$ cat config.mk
export PLATFORM = sky130hd
export DESIGN_NAME = can_fault_monitor
export DESIGN_NICKNAME = d
export VERILOG_FILES = /design/src/rtl/canfc_pkg.sv /design/src/rtl/canfc_classify.sv /design/src/rtl/canfc_ctrl.sv /design/src/rtl/canfc_satcnt.sv /design/src/rtl/can_fault_monitor.sv
export SDC_FILE = /design/constraint.sdc
export NUM_CORES = 1
export LEC_CHECK = 0
export BUFFER_PORTS_ARGS = -buffer_cell sky130_fd_sc_hd__buf_4
export CORE_MARGIN = 3
export CORE_UTILIZATION = 52
export CTS_CLUSTER_SIZE = 25
export DETAILED_ROUTE_END_ITERATION = 12
export PLACE_DENSITY = 0.74
export SKIP_CTS_REPAIR_TIMING = 1
export SYNTH_ARGS = -nofsm -noshare
export SYNTH_HDL_FRONTEND = slang
export SYNTH_SLANG_ARGS = --single-unit
$ cat constraint.sdc
create_clock -name clk -period 3.3 [get_ports clk]
set_input_delay 0.66 -clock clk [delete_from_list [all_inputs] [get_ports clk]]
set_output_delay 0.66 -clock clk [all_outputs]
set_load 0.01 [all_outputs]
$ cat src/rtl/canfc_pkg.sv
package canfc_pkg;
  typedef enum logic [1:0] {
    FC_ACTIVE  = 2'd0,
    FC_WARN    = 2'd1,
    FC_PASSIVE = 2'd2,
    FC_BUSOFF  = 2'd3
  } fc_state_e;

  typedef enum logic [1:0] {
    SRC_NONE   = 2'd0,
    SRC_TX     = 2'd1,
    SRC_RX     = 2'd2,
    SRC_BUSOFF = 2'd3
  } fc_src_e;

  localparam int FLAG_W      = 8;
  localparam int B_RX_WARN   = 1;
  localparam int B_TX_WARN   = 2;
  localparam int B_RX_PASS   = 3;
  localparam int B_TX_PASS   = 4;
  localparam int B_TX_BUSOFF = 5;
  localparam int B_OVR0      = 6;
  localparam int B_OVR1      = 7;
  localparam int REASON_W    = 3;
  localparam int INC_W       = 2;
  localparam int N_STATS     = 3;
endpackage

$ cat src/rtl/canfc_classify.sv
module canfc_classify
  import canfc_pkg::*;
(
  input  logic [FLAG_W-1:0] flags_i,
  input  logic              irq_i,
  output fc_state_e         state_o,
  output fc_src_e           src_o,
  output logic [INC_W-1:0]  ovr_n_o,
  output logic              ovf_o
);
  always_comb begin
    if (flags_i[B_TX_BUSOFF]) begin
      state_o = FC_BUSOFF;
      src_o   = SRC_BUSOFF;
    end else if (flags_i[B_TX_PASS]) begin
      state_o = FC_PASSIVE;
      src_o   = SRC_TX;
    end else if (flags_i[B_RX_PASS]) begin
      state_o = FC_PASSIVE;
      src_o   = SRC_RX;
    end else if (flags_i[B_TX_WARN]) begin
      state_o = FC_WARN;
      src_o   = SRC_TX;
    end else if (flags_i[B_RX_WARN]) begin
      state_o = FC_WARN;
      src_o   = SRC_RX;
    end else begin
      state_o = FC_ACTIVE;
      src_o   = SRC_NONE;
    end
  end

  always_comb begin
    if (irq_i) begin
      ovr_n_o = {1'b0, flags_i[B_OVR0]} + {1'b0, flags_i[B_OVR1]};
      ovf_o   = flags_i[B_OVR0] | flags_i[B_OVR1];
    end else begin
      ovr_n_o = '0;
      ovf_o   = 1'b0;
    end
  end
endmodule

$ cat src/rtl/canfc_ctrl.sv
module canfc_ctrl
  import canfc_pkg::*;
(
  input  logic                clk,
  input  logic                rst_n,
  input  logic                sample_i,
  input  logic                restart_i,
  input  logic                auto_restart_i,
  input  fc_state_e           new_state_i,
  input  fc_src_e             src_i,
  input  logic                ovf_i,
  output fc_state_e           state_o,
  output logic [REASON_W-1:0] reason_o,
  output logic                halt_o,
  output logic                busoff_evt_o,
  output logic                restarted_o,
  output logic                accept_o,
  output logic                warn_inc_o,
  output logic                passive_inc_o
);
  fc_state_e           state_q, state_d;
  logic [REASON_W-1:0] reason_q, reason_d;
  logic                halt_q, halt_d;
  logic                evt_bo_q, evt_bo_d;
  logic                evt_rs_q, evt_rs_d;

  assign accept_o = sample_i & ~halt_q & ~restart_i;

  assign warn_inc_o = accept_o & (state_q == FC_ACTIVE) & (new_state_i != FC_ACTIVE);
  assign passive_inc_o = accept_o &
                         ((state_q == FC_ACTIVE) | (state_q == FC_WARN)) &
                         ((new_state_i == FC_PASSIVE) | (new_state_i == FC_BUSOFF));

  always_comb begin
    state_d  = state_q;
    reason_d = reason_q;
    halt_d   = halt_q;
    evt_bo_d = 1'b0;
    evt_rs_d = 1'b0;
    if (restart_i) begin
      state_d  = FC_ACTIVE;
      reason_d = '0;
      halt_d   = 1'b0;
      evt_rs_d = 1'b1;
    end else if (accept_o) begin
      state_d  = new_state_i;
      reason_d = {ovf_i, src_i};
      halt_d   = (new_state_i == FC_BUSOFF) & ~auto_restart_i;
      evt_bo_d = (new_state_i == FC_BUSOFF) & (state_q != FC_BUSOFF);
    end
  end

  always_ff @(posedge clk or negedge rst_n) begin
    if (!rst_n) begin
      state_q  <= FC_ACTIVE;
      reason_q <= '0;
      halt_q   <= 1'b0;
      evt_bo_q <= 1'b0;
      evt_rs_q <= 1'b0;
    end else begin
      state_q  <= state_d;
      reason_q <= reason_d;
      halt_q   <= halt_d;
      evt_bo_q <= evt_bo_d;
      evt_rs_q <= evt_rs_d;
    end
  end

  assign state_o      = state_q;
  assign reason_o     = reason_q;
  assign halt_o       = halt_q;
  assign busoff_evt_o = evt_bo_q;
  assign restarted_o  = evt_rs_q;
endmodule

$ cat src/rtl/canfc_satcnt.sv
module canfc_satcnt #(
  parameter int CNT_W = 16,
  parameter int STEP_W = 2
) (
  input  logic              clk,
  input  logic              rst_n,
  input  logic [STEP_W-1:0] inc_i,
  output logic [CNT_W-1:0]  cnt_o
);
  localparam int SUM_W = CNT_W + 1;

  logic [CNT_W-1:0] cnt_q, cnt_d;
  logic [SUM_W-1:0] sum;
  logic             en;

  assign en  = |inc_i;
  assign sum = {1'b0, cnt_q} + {{(SUM_W-STEP_W){1'b0}}, inc_i};

  always_comb begin
    if (sum[CNT_W]) cnt_d = '1;
    else            cnt_d = sum[CNT_W-1:0];
  end

  always_ff @(posedge clk or negedge rst_n) begin
    if (!rst_n)  cnt_q <= '0;
    else if (en) cnt_q <= cnt_d;
  end

  assign cnt_o = cnt_q;
endmodule

$ cat src/rtl/can_fault_monitor.sv
module can_fault_monitor
  import canfc_pkg::*;
#(
  parameter int CNT_W = 16
) (
  input  logic                clk,
  input  logic                rst_n,
  input  logic [FLAG_W-1:0]   flags_i,
  input  logic                sample_i,
  input  logic                err_irq_i,
  input  logic                auto_restart_i,
  input  logic                restart_i,
  output logic [1:0]          state_o,
  output logic [REASON_W-1:0] reason_o,
  output logic                halt_o,
  output logic                busoff_evt_o,
  output logic                restarted_o,
  output logic [CNT_W-1:0]    warn_cnt_o,
  output logic [CNT_W-1:0]    passive_cnt_o,
  output logic [CNT_W-1:0]    ovr_cnt_o
);
  fc_state_e        cls_state, cur_state;
  fc_src_e          cls_src;
  logic [INC_W-1:0] ovr_n;
  logic             ovf;
  logic             accept, warn_inc, passive_inc;
  logic [INC_W-1:0] inc_a [N_STATS];
  logic [CNT_W-1:0] cnt_a [N_STATS];

  canfc_classify i_classify (
    .flags_i (flags_i),
    .irq_i   (err_irq_i),
    .state_o (cls_state),
    .src_o   (cls_src),
    .ovr_n_o (ovr_n),
    .ovf_o   (ovf)
  );

  canfc_ctrl i_ctrl (
    .clk            (clk),
    .rst_n          (rst_n),
    .sample_i       (sample_i),
    .restart_i      (restart_i),
    .auto_restart_i (auto_restart_i),
    .new_state_i    (cls_state),
    .src_i          (cls_src),
    .ovf_i          (ovf),
    .state_o        (cur_state),
    .reason_o       (reason_o),
    .halt_o         (halt_o),
    .busoff_evt_o   (busoff_evt_o),
    .restarted_o    (restarted_o),
    .accept_o       (accept),
    .warn_inc_o     (warn_inc),
    .passive_inc_o  (passive_inc)
  );

  assign inc_a[0] = {1'b0, warn_inc};
  assign inc_a[1] = {1'b0, passive_inc};
  assign inc_a[2] = accept ? ovr_n : '0;

  for (genvar g = 0; g < N_STATS; g++) begin : g_stat
    canfc_satcnt #(.CNT_W(CNT_W), .STEP_W(INC_W)) i_cnt (
      .clk   (clk),
      .rst_n (rst_n),
      .inc_i (inc_a[g]),
      .cnt_o (cnt_a[g])
    );
  end

  assign state_o       = cur_state;
  assign warn_cnt_o    = cnt_a[0];
  assign passive_cnt_o = cnt_a[1];
  assign ovr_cnt_o     = cnt_a[2];
endmodule

==> out/results.ini <==
[outcome]
run_status=completed

[route]
drc=0
vias_per_cell=5.777
firstDrtPassIters=4
drt_iter0_drc=155
drt_wl_total_um=7016
antenna_left=0
num_vias=2640
wl_per_cell_um=15.35

[clock_tree]
htreeDepth=2
cts_root_buffer=clkbuf_8
clock_sinks=56
cts_buffers=5
clockBufferDepth=2
cts_tree=done
worst_skew_pair.late_latency_ns=0.31
path_clk_slew_ns=0.10

[critical_path]
path_buf_inv=4
r2r_start=i_ctrl.halt_o
cpLargestDelayFamily=simple AND/OR/NAND/NOR gates
critical_path_arrival_ns=3.15
worstSetupEndpointType=flip-flop
path_max_fanout=12
slowest_delay_ns=0.41
crit_slowest_cell=fa_1
critPathKind=in -> reg
worstPathCellList=buf_4 -> inv_1 -> ha_1 -> and3_1 -> ha_1 -> inv_1 -> fa_1 -> nor4b_1 -> buf_4 -> and3_1 -> nand2_1 -> nand3b_1
crit_start=flags_i[6]
crit_path_start_kind=primary input
required_ns=3.53

[power_and_ir_drop]
power.density_mw_per_mm2=394.9
peakVddDrop_mv=0.2060
p_leak_nw=1.848
power_mw=1.488

[floorplanning]
fp-row-count=27
fp.coreArea_sq_mm=0.005574
die_y_um=82.20
initial_core_util_pct=54.16
die_w_um=82.20
die-area_sq_mm=0.006756
ios=70

[global_routing]
antenna_found_initial=0
grtUsageTotal_pct=22.64
grt_max_degree=57
grt_overflow=0
grt_pass1_vias=2597
grt_pass1_wl_um=11990

[timing]
fmax_mhz=343.1
slew_headroom_pct=52.66
worst_slack_ns=0.3857
rsz0062_at_grt=no
period_needed_ns=2.914
worst_pin_slew_ns=0.7101
post-route-period-util_pct=88.31
final-max-slew-violation-count=0
setup_tns_ns=0
final-setup-viol-count=0
skew_ns=0.008041
finalHoldViolCount=0

[layout]
final_cells=457
final_nets=407
syn_to_final_growth_pct=24.82
antennaDiodeCount=0
drive_above_1_share_pct=27.27

[synth]
synth_nets=330
syn_area_sq_mm=0.003019
postSynthCellCount=307
ys_types=51
synth_area_leaders=dfrtp_1 (46%), nand2_1 (3.4%), ha_1 (3.3%), mux2_2 (3.0%), nand4_1 (2.9%)
synth-edff-count=0
ys_seq_elements=56
synth_top_area_cell=dfrtp_1
synth_ff_type=dfrtp_1
netlist.area_leader.share_pct=46.42
ys_warn_count=0
yosysSeqAreaShare_pct=46.42
syn_area_per_cell_sq_um=9.834
async_flop_share_pct=100.0

[place]
port_buffers=68
place_ws_ns=0.06380
hpwlAfterDp_um=5129
gp_congestion=0.8092
place_inst=449

[flow_run]
max-cap-violations=0

[worst_hold_path]
hold_class=in -> async

## state kept, by name (all words and copies together), names as in the netlist
| signal | cells |
|---|---|
| i_ctrl.state_o | 2 |
| g_stat.i_cnt.cnt_o | 48 |
| i_ctrl.restarted_o | 1 |
| i_ctrl.reason_o | 3 |
| i_ctrl.busoff_evt_o | 1 |
| i_ctrl.halt_o | 1 |
## where the power goes
| part | total (mW) | internal (mW) | leakage (nW) | switching [mW] |
|---|---|---|---|---|
| Sequential | 0.792 | 0.730 | 0.741 | 0.0620 |
| Clock | 0.447 | 0.225 | 0.0541 | 0.222 |
| Combinational | 0.250 | 0.122 | 1.05 | 0.128 |
| Total | 1.49 | 1.08 | 1.85 | 0.412 |
## final timing paths
path                                             end  slack, ns  depth (start not counted)
hold reg to reg            g_stat[1].i_cnt.cnt_o[10]       0.53                          1
max in group asynchronous  g_stat[0].i_cnt.cnt_o[14]       2.44                          1
min in group clk           g_stat[1].i_cnt.cnt_o[10]       0.53                          1
setup reg to reg           g_stat[2].i_cnt.cnt_o[13]       0.39                         10
hold / removal              g_stat[1].i_cnt.cnt_o[3]       0.38                          1
setup / recovery           g_stat[2].i_cnt.cnt_o[13]       0.39                         12
## per-stage QoR
step                      utilization, %  area [sq um]  hold slack [ns]
after detailed placement           65.61          3657           0.5110
after global placement             65.61          3657           0.5050
final                              67.61          3769           0.3820
after floorplan                        -          3019           0.3644
after CTS                          67.61          3769           0.4170
after global routing               67.61          3769           0.4289
## cells in the mapped netlist, types with 3 or more instances
cell type	instances
a21oi_1	10
o21ai_0	13
nor3_1	14
nor2b_1	3
a31oi_1	13
and3_1	13
and4_1	9
nand3_1	17
ha_1	8
xor2_1	3
clkbuf_1	5
a41oi_1	4
xnor2_1	8
nor2_1	19
nand4_1	14
dfrtp_1	56
inv_1	16
nand2b_1	3
nand2_1	27
or3_1	4
mux2_2	8
## layout by cell type, fill, tap and decap left out, types with 3 or more instances in the layout
cell type,n
mux2_2,8
a41oi_1,4
or3_1,4
xor2_1,3
a21oi_1,10
and4_1,9
nor3_1,13
ha_1,8
nor2_1,19
xnor2_1,8
dfrtp_1,56
clkbuf_8,5
buf_4,78
nor2b_1,3
and3_1,13
nand2_1,27
o21ai_0,13
nand2b_1,3
a31oi_1,13
nand3_1,17
nand4_1,14
inv_1,16
## kinds of logic (layout without fill, tap and decap cells)
group	count (synthesis)	count (layout)	synth area share, %
AO/OA/AOI/OAI	56	56	12.68
XOR/XNOR	11	11	3.191
adder cells (fa/ha/maj)	9	9	3.979
buffers and inverters	24	102	3.398
flip-flops	56	56	46.42
multiplexers	10	10	3.647
AND/OR/NAND/NOR	141	141	26.69
## area by class of cell
type	count	area (sq um)
clock buffer	5	68.82
timing repair buffer	78	585.6
fill	461	1805
sequential	56	1401
clock inverter	3	42.54
tap	72	90.09
inverter	16	60.06
multi-input combinational	227	1520
## worst register-to-register path: stages, from the launching register on
cell and delay (ns):
dfrtp_1 0.49, nor3b_1 0.29, and3_1 0.20, ha_1 0.19
inv_1 0.06, fa_1 0.41, nor4b_1 0.30, buf_4 0.17
and3_1 0.28, nand2_1 0.28, nand3b_1 0.18
## per-layer routing
metal	up-vias	wire [um]	global-route usage [%]
met2	71	3348	35.10
met5	-	0	0
met3	4	346	5.098
met4	0	55	7.973
met1	1269	3265	31.15
li1	1296	-	-
Note: power is estimated with default switching activity, not from simulation.
